$ cat src/rtl/evdet_pkg.sv
package evdet_pkg;
   localparam int REG_AW = 2;
   localparam logic [REG_AW-1:0] ADDR_CTRL = 2'd0;
   localparam logic [REG_AW-1:0] ADDR_THR  = 2'd1;
   localparam logic [REG_AW-1:0] ADDR_STAT = 2'd2;

   // bit order is behaviour: the enable encoding uses bit 0 = slow, bit 1 = fast
   typedef struct packed {
      logic ovr;      // 3: fast pin feeds watchdog clear
      logic db_long;  // 2: long debounce window
      logic en_hs;    // 1: fast path runs
      logic en_ls;    // 0: slow path runs
   } ctrl_t;

   localparam int STAT_HS_BIT = 0;
   localparam int STAT_LS_BIT = 1;
endpackage

$ cat src/rtl/evdet_sync.sv
module evdet_sync #(
   parameter int STAGES  = 2,
   parameter bit RST_VAL = 1'b0
) (
   input  logic clk,
   input  logic rst_n,
   input  logic d,
   output logic q
);
   if (STAGES < 1) begin : g_bad_stages
      $error("evdet_sync: STAGES must be at least 1");
   end

   logic [STAGES-1:0] sr;

   if (STAGES == 1) begin : g_one
      always_ff @(posedge clk or negedge rst_n) begin
         if (!rst_n) sr <= RST_VAL;
         else        sr <= d;
      end
   end else begin : g_chain
      always_ff @(posedge clk or negedge rst_n) begin
         if (!rst_n) sr <= {STAGES{RST_VAL}};
         else        sr <= {sr[STAGES-2:0], d};
      end
   end

   assign q = sr[STAGES-1];
endmodule

$ cat src/rtl/evdet_hs_path.sv
module evdet_hs_path #(
   parameter int CNT_W = 8
) (
   input  logic             clk,
   input  logic             rst_n,
   input  logic             hs_sync,
   input  logic             en,
   input  logic             ovr,
   input  logic [CNT_W-1:0] thr,
   input  logic             clr,
   output logic             flag,
   output logic             wdt_clr
);
   logic             hs_d;
   logic [CNT_W-1:0] cnt;
   logic [CNT_W-1:0] thr_eff;
   logic [CNT_W:0]   cnt_nxt;
   logic             rise, any_edge, counting, hit;

   assign any_edge = hs_sync ^ hs_d;
   assign rise     = hs_sync & ~hs_d;
   assign thr_eff  = (thr == '0) ? CNT_W'(1) : thr;
   assign cnt_nxt  = {1'b0, cnt} + (CNT_W+1)'(1);
   assign counting = en & ~ovr & ~flag;
   assign hit      = counting & rise & (cnt_nxt >= {1'b0, thr_eff});

   always_ff @(posedge clk or negedge rst_n) begin
      if (!rst_n) begin
         hs_d    <= 1'b0;
         wdt_clr <= 1'b0;
      end else begin
         hs_d    <= hs_sync;
         wdt_clr <= ovr & any_edge;
      end
   end

   always_ff @(posedge clk or negedge rst_n) begin
      if (!rst_n)                cnt <= '0;
      else if (!en || ovr || clr) cnt <= '0;
      else if (hit)              cnt <= '0;
      else if (counting && rise) cnt <= cnt_nxt[CNT_W-1:0];
   end

   always_ff @(posedge clk or negedge rst_n) begin
      if (!rst_n)    flag <= 1'b0;
      else if (hit)  flag <= 1'b1;
      else if (clr)  flag <= 1'b0;
   end
endmodule

$ cat src/rtl/evdet_ls_path.sv
module evdet_ls_path #(
   parameter int DB_SHORT   = 1024,
   parameter int DB_LONG    = 16384,
   parameter bit ACTIVE_LVL = 1'b0
) (
   input  logic clk,
   input  logic rst_n,
   input  logic ls_sync,
   input  logic tick,
   input  logic en,
   input  logic db_long,
   input  logic clr,
   output logic flag
);
   localparam int CW = (DB_LONG > 2) ? $clog2(DB_LONG) : 1;
   localparam logic [CW-1:0] LIM_S = CW'(DB_SHORT - 1);
   localparam logic [CW-1:0] LIM_L = CW'(DB_LONG - 1);

   logic          stable;
   logic [CW-1:0] cnt;
   logic [CW-1:0] lim;
   logic          differ, accept, fire;

   assign lim    = db_long ? LIM_L : LIM_S;
   assign differ = ls_sync != stable;
   assign accept = en & differ & tick & (cnt >= lim);
   assign fire   = accept & (ls_sync == ACTIVE_LVL);

   always_ff @(posedge clk or negedge rst_n) begin
      if (!rst_n) begin
         stable <= ~ACTIVE_LVL;
         cnt    <= '0;
      end else if (!en) begin
         stable <= ls_sync;
         cnt    <= '0;
      end else if (!differ) begin
         cnt    <= '0;
      end else if (accept) begin
         stable <= ls_sync;
         cnt    <= '0;
      end else if (tick) begin
         cnt    <= cnt + CW'(1);
      end
   end

   always_ff @(posedge clk or negedge rst_n) begin
      if (!rst_n)    flag <= 1'b0;
      else if (fire) flag <= 1'b1;
      else if (clr)  flag <= 1'b0;
   end
endmodule

$ cat src/rtl/evdet_top.sv
module evdet_top
   import evdet_pkg::*;
#(
   parameter int DW          = 8,
   parameter int THR_W       = 8,
   parameter int SYNC_STAGES = 2,
   parameter int DB_SHORT    = 1024,
   parameter int DB_LONG     = 16384,
   parameter bit LS_ACTIVE   = 1'b0
) (
   input  logic              clk,
   input  logic              rst_n,
   input  logic              tick,
   input  logic              hs_in,
   input  logic              ls_in,
   input  logic              wr_en,
   input  logic [REG_AW-1:0] wr_addr,
   input  logic [DW-1:0]     wr_data,
   input  logic [REG_AW-1:0] rd_addr,
   output logic [DW-1:0]     rd_data,
   output logic              irq,
   output logic              wdt_clr
);
   localparam int CTRL_W = $bits(ctrl_t);

   if (DW < CTRL_W) begin : g_bad_dw
      $error("evdet_top: DW too narrow for control");
   end
   if (THR_W < 1 || THR_W > DW) begin : g_bad_thr
      $error("evdet_top: THR_W out of range");
   end
   if (DB_SHORT < 2 || DB_LONG <= DB_SHORT) begin : g_bad_db
      $error("evdet_top: debounce windows inconsistent");
   end

   ctrl_t            ctrl_q;
   logic [THR_W-1:0] thr_q;
   logic             hs_sync, ls_sync;
   logic             hs_flag, ls_flag;
   logic             stat_wr, hs_clr, ls_clr;

   assign stat_wr = wr_en && (wr_addr == ADDR_STAT);
   assign hs_clr  = stat_wr && wr_data[STAT_HS_BIT];
   assign ls_clr  = stat_wr && wr_data[STAT_LS_BIT];

   always_ff @(posedge clk or negedge rst_n) begin
      if (!rst_n) begin
         ctrl_q <= '0;
         thr_q  <= '0;
      end else if (wr_en) begin
         if (wr_addr == ADDR_CTRL) ctrl_q <= ctrl_t'(wr_data[CTRL_W-1:0]);
         if (wr_addr == ADDR_THR)  thr_q  <= wr_data[THR_W-1:0];
      end
   end

   evdet_sync #(.STAGES(SYNC_STAGES), .RST_VAL(1'b0)) u_hs_sync (
      .clk(clk), .rst_n(rst_n), .d(hs_in), .q(hs_sync)
   );

   evdet_sync #(.STAGES(SYNC_STAGES), .RST_VAL(~LS_ACTIVE)) u_ls_sync (
      .clk(clk), .rst_n(rst_n), .d(ls_in), .q(ls_sync)
   );

   evdet_hs_path #(.CNT_W(THR_W)) u_hs (
      .clk(clk), .rst_n(rst_n), .hs_sync(hs_sync),
      .en(ctrl_q.en_hs), .ovr(ctrl_q.ovr), .thr(thr_q),
      .clr(hs_clr), .flag(hs_flag), .wdt_clr(wdt_clr)
   );

   evdet_ls_path #(.DB_SHORT(DB_SHORT), .DB_LONG(DB_LONG), .ACTIVE_LVL(LS_ACTIVE)) u_ls (
      .clk(clk), .rst_n(rst_n), .ls_sync(ls_sync), .tick(tick),
      .en(ctrl_q.en_ls), .db_long(ctrl_q.db_long),
      .clr(ls_clr), .flag(ls_flag)
   );

   assign irq = hs_flag | ls_flag;

   always_comb begin
      rd_data = '0;
      case (rd_addr)
         ADDR_CTRL: rd_data[CTRL_W-1:0] = ctrl_q;
         ADDR_THR:  rd_data[THR_W-1:0]  = thr_q;
         ADDR_STAT: begin
            rd_data[STAT_HS_BIT] = hs_flag;
            rd_data[STAT_LS_BIT] = ls_flag;
         end
         default:   rd_data = '0;
      endcase
   end
endmodule

$ cat config.mk
export PLATFORM = sky130hd
export DESIGN_NAME = evdet_top
export DESIGN_NICKNAME = d
export VERILOG_FILES = /design/src/rtl/evdet_pkg.sv /design/src/rtl/evdet_sync.sv /design/src/rtl/evdet_hs_path.sv /design/src/rtl/evdet_ls_path.sv /design/src/rtl/evdet_top.sv
export SDC_FILE = /design/constraint.sdc
export NUM_CORES = 1
export LEC_CHECK = 0
export BUFFER_PORTS_ARGS = -buffer_cell sky130_fd_sc_hd__clkbuf_2
export CAP_MARGIN = 20
export CORE_UTILIZATION = 51
export DETAILED_ROUTE_END_ITERATION = 6
export GPL_TIMING_DRIVEN = 1
export HOLD_SLACK_MARGIN = 0.06
export PLACE_DENSITY = 0.69
export SLEW_MARGIN = 15
export SYNTH_ARGS = -nofsm -noshare
export SYNTH_HDL_FRONTEND = slang
export SYNTH_HIERARCHICAL = 1
export SYNTH_SLANG_ARGS = --single-unit
$ cat constraint.sdc
create_clock -name clk -period 4.46 [get_ports clk]
set_input_delay 0.446 -clock clk [delete_from_list [all_inputs] [get_ports clk]]
set_output_delay 0.446 -clock clk [all_outputs]
set_load 0.05 [all_outputs]
==> impl_table.tex <==
\begin{tabular}{lr}
\hline
Metric & Value \\
\hline
\multicolumn{2}{l}{\textbf{Route}} \\
\quad Count of nets left with antenna violations after detail routing & 0 \\
\quad Final wirelength & around 5000 µm \\
\quad DR vias/cell & between 5 and 6 \\
\quad Number of iterations in the first detailed-routing pass & 4 \\
\quad Starting DRC count in detailed routing & around 140 \\
\quad DR vias & around 1.9k \\
\quad Detail-routed net length per standard cell & roughly 14 µm \\
\quad Remaining design rule violation count & 0 \\
\multicolumn{2}{l}{\textbf{CTS}} \\
\quad CTS max path bufs & 2 \\
\quad Number of hold-repair buffers added at the cts stage & 0 \\
\quad Clk Latency, worst-skew pair & 300 ps \\
\quad Clk Tree Root Cell & sky130\_fd\_sc\_hd\_\_clkbuf\_8 \\
\quad Number of clock buffers inserted by TritonCTS & 5 \\
\quad Clock tree from TritonCTS & built \\
\quad CTS sink cnt & 43 \\
\quad CTS H-Tree Depth & 2 \\
\quad Clk slew on worst S/H paths & 80 ps \\
\quad Number of setup buffers added after CTS & 0 \\
\quad Number of gates given a new drive strength after cts & 0 \\
\multicolumn{2}{l}{\textbf{STA}} \\
\quad Final Hold Fails & 0 \\
\quad Worst slew margin relative to its limit & 35.9\% \\
\quad Achievable clock frequency & 350 MHz \\
\quad Least-Margin Pin Slew & between 900 and 1000 ps \\
\quad TNS Setup & 0 ps \\
\quad RSZ-0062 raised after global routing & no \\
\quad Final Critical Period & between 2000 and 3000 ps \\
\quad Setup Skew & approximately 8 ps \\
\quad Crit share post-route & 64.1\% \\
\quad Final slew viol count & 0 \\
\quad Final hold slack & 228 ps \\
\quad Final number of setup-violating endpoints & 0 \\
\multicolumn{2}{l}{\textbf{Setup path}} \\
\quad Total number of cells along the worst setup path & 10 \\
\quad Startpoint of the worst setup timing path & u\_hs/cnt[0] \\
\quad Start-to-end type of the worst setup path & register to register \\
\quad Cell type group with the largest total delay on the critical path & simple AND/OR/NAND/NOR gates \\
\quad Highest-delay cell along the critical path & sky130\_fd\_sc\_hd\_\_dfrtp\_1 \\
\quad Element type at the critical path start & register \\
\quad Worst-path cell chain & ha\_1, nand3\_2, or3\_4, xnor2\_1, ha\_1, and3\_1, a221oi\_1, o31a\_1, nand2\_1, a22o\_1 \\
\quad Endpoint of the worst setup timing path & u\_hs/flag \\
\quad Endpoint class of the critical path & register \\
\quad Arrival time worst endpoint & 3050 ps \\
\quad Most repeated library cell on the critical path & sky130\_fd\_sc\_hd\_\_ha\_1 \\
\quad Buffers plus inverters on the worst setup path & 0 \\
\quad CP max FO & 6 \\
\quad Reg2reg path depth & 10 \\
\quad Register-to-Register Setup Slack & approximately 1600 ps \\
\quad Worst reg2reg path startpoint & u\_hs/cnt[0] \\
\quad Required time reported for the critical path endpoint & approximately 4700 ps \\
\quad Worst R2R End & u\_hs/flag \\
\quad Worst path max stage delay & 430 ps \\
\multicolumn{2}{l}{\textbf{Floorplan}} \\
\quad Number of I/O pins & 28 \\
\quad Die Area & about 5300 µm² \\
\quad Floorplan die width & a little over 70 µm \\
\quad Number of rows created at floorplan & 25 \\
\quad Chip Height & about 73 µm \\
\quad Area of the core & 4750 µm² \\
\quad Starting density of the core & between 50\% and 60\% \\
\multicolumn{2}{l}{\textbf{Layout}} \\
\quad Final \#Nets & roughly 310 \\
\quad Commonest non-fill, non-tap cell in the layout & sky130\_fd\_sc\_hd\_\_dfrtp\_1 \\
\quad Filler Cell Count & 419 \\
\quad \# diodes & 0 \\
\quad Area added between synthesis and finish & 11.4\% \\
\quad Proportion of layout cells with a drive suffix above 1 & a little under a quarter \\
\quad Most frequent cells in the layout & 40 x sky130\_fd\_sc\_hd\_\_dfrtp\_1, 26 x sky130\_fd\_sc\_hd\_\_clkbuf\_2, 17 x sky130\_fd\_sc\_hd\_\_nand2\_1 \\
\multicolumn{2}{l}{\textbf{Global routing}} \\
\quad Initial antenna violation count & 0 \\
\quad Vias in the first global route & $\sim$1.8k \\
\quad Global routing usage summed across all routing layers & 20.9\% \\
\quad Largest net degree at the start of global routing & 44 \\
\quad Global-route wire length before repair & 8460 µm \\
\quad Gr ovfl total & 0 \\
\multicolumn{2}{l}{\textbf{Run}} \\
\quad Number of violations of the max-capacitance limit & 0 \\
\multicolumn{2}{l}{\textbf{Placed design}} \\
\quad Number of port buffers & 27 \\
\quad Gpl congestion & 0.853 \\
\quad Half-perimeter wire length of the detailed placement result & around 3600 µm \\
\multicolumn{2}{l}{\textbf{Logic synthesis}} \\
\quad Async set-or-reset flop fraction in the synthesized netlist & 100\% \\
\quad Average instance area after synthesis & about 10 µm² \\
\quad Post-synth design cell area & around 2500 µm² \\
\quad Ys Warns & 6 \\
\quad EDFF count, synth & 0 \\
\quad Count of state elements after synthesis & 43 \\
\quad Synth cell types & 52 \\
\quad Gate count of the mapped netlist & approximately 250 \\
\quad Post-synthesis net count & 280 \\
\quad Ys flop type & sky130\_fd\_sc\_hd\_\_dfrtp\_1 \\
\quad Part of the Yosys area used for sequential elements & 42.4\% \\
\multicolumn{2}{l}{\textbf{Worst hold path}} \\
\quad Worst min path class & input pin to register \\
\multicolumn{2}{l}{\textbf{Pwr}} \\
\quad Peak supply drop & about 0.00022 V \\
\quad Leakage power & around 1.4 nW \\
\quad Cell Pwr Density & approximately 320 nW/µm² \\
\multicolumn{2}{l}{\textbf{Run status}} \\
\quad Run status & completed \\
\hline
\end{tabular}
## logic make-up after synthesis
family,after synthesis,synth area share (%)
xor gates and xnor gates,7,2.41
DFF,43,42.4
buffers and inverters,20,3.34
muxes,22,9.58
adders and majority gates,15,7.37
AOI/OAI and AO/OA,47,12.5
and+or+nand+nor,93,22.4
## metal layers
layer / GRT usage, % / wire (µm) / up-vias
li1: - / - / 964
met1: 30.4 / 2560 / 908
met2: 31.7 / 2150 / 43
met3: 3.73 / 187 / 5
met4: 6.54 / 66 / 0
met5: 0 / 0 / -
## synth_stat cells (7+ instances only)
master / number / area [µm²]
sky130_fd_sc_hd__mux2_2: 15 / 169
sky130_fd_sc_hd__ha_1: 15 / 188
sky130_fd_sc_hd__dfrtp_1: 40 / 1000
sky130_fd_sc_hd__nor2_1: 15 / 56.3
sky130_fd_sc_hd__nand3_1: 11 / 55.1
sky130_fd_sc_hd__and3_1: 7 / 43.8
sky130_fd_sc_hd__o21ai_0: 13 / 65.1
sky130_fd_sc_hd__inv_1: 15 / 56.3
sky130_fd_sc_hd__nand2_1: 17 / 63.8
## power breakdown
group          switching [W]  total, W  internal, W
clock               0.000132  0.000274     0.000141
sequential         0.0000266  0.000449     0.000422
combinational       0.000122  0.000194    0.0000716
## flip-flops by register name (all words and copies together) (netlist names)
register / cells
u_hs/flag: 1
u_hs_sync/sr: 2
u_hs/wdt_clr: 1
u_hs/hs_d: 1
u_hs/cnt: 8
u_ls_sync/sr: 2
u_ls/cnt: 14
thr_q: 8
u_ls/stable: 1
u_ls/flag: 1
ctrl_q: 4
## worst min-delay path by stage
stage / slack (ps) / cells past startpoint / from / endpoint
after global routing: 220 / 1 / ls_in / u_ls_sync/sr[0]
final: 230 / 1 / ls_in / u_ls_sync/sr[0]
after detailed placement: 340 / 0 / u_hs_sync/sr[0] / u_hs_sync/sr[1]
after floorplan: 150 / 0 / rst_n / ctrl_q[0]
after global placement: 330 / 0 / u_hs_sync/sr[0] / u_hs_sync/sr[1]
after CTS: 220 / 1 / ls_in / u_ls_sync/sr[0]
## metrics by stage
stage	area, µm²	worst slack (ps)	util (%)	total power, W	std cells
2_1_floorplan	2550	1930	-	0.000594	247
3_3_place_gp	2740	1730	57.6	0.000646	336
3_5_place_dp	2740	1670	57.6	0.000650	336
4_1_cts	2840	1630	59.7	0.000924	344
5_1_grt	2840	1370	59.7	0.000964	344
6_report	2840	1600	59.7	0.000916	344
## cell type report
class	count	area (µm²)	area share (%)
Timing Repair Buffer	27	135	4.76
Tap cell	67	83.8	2.95
Sequential cell	43	1080	38.1
Clock buffer	8	100	3.53
Inverter	15	56.3	1.98
Multi-Input combinational cell	184	1380	48.7
No activity file was read; power rests on OpenSTA's default activity.
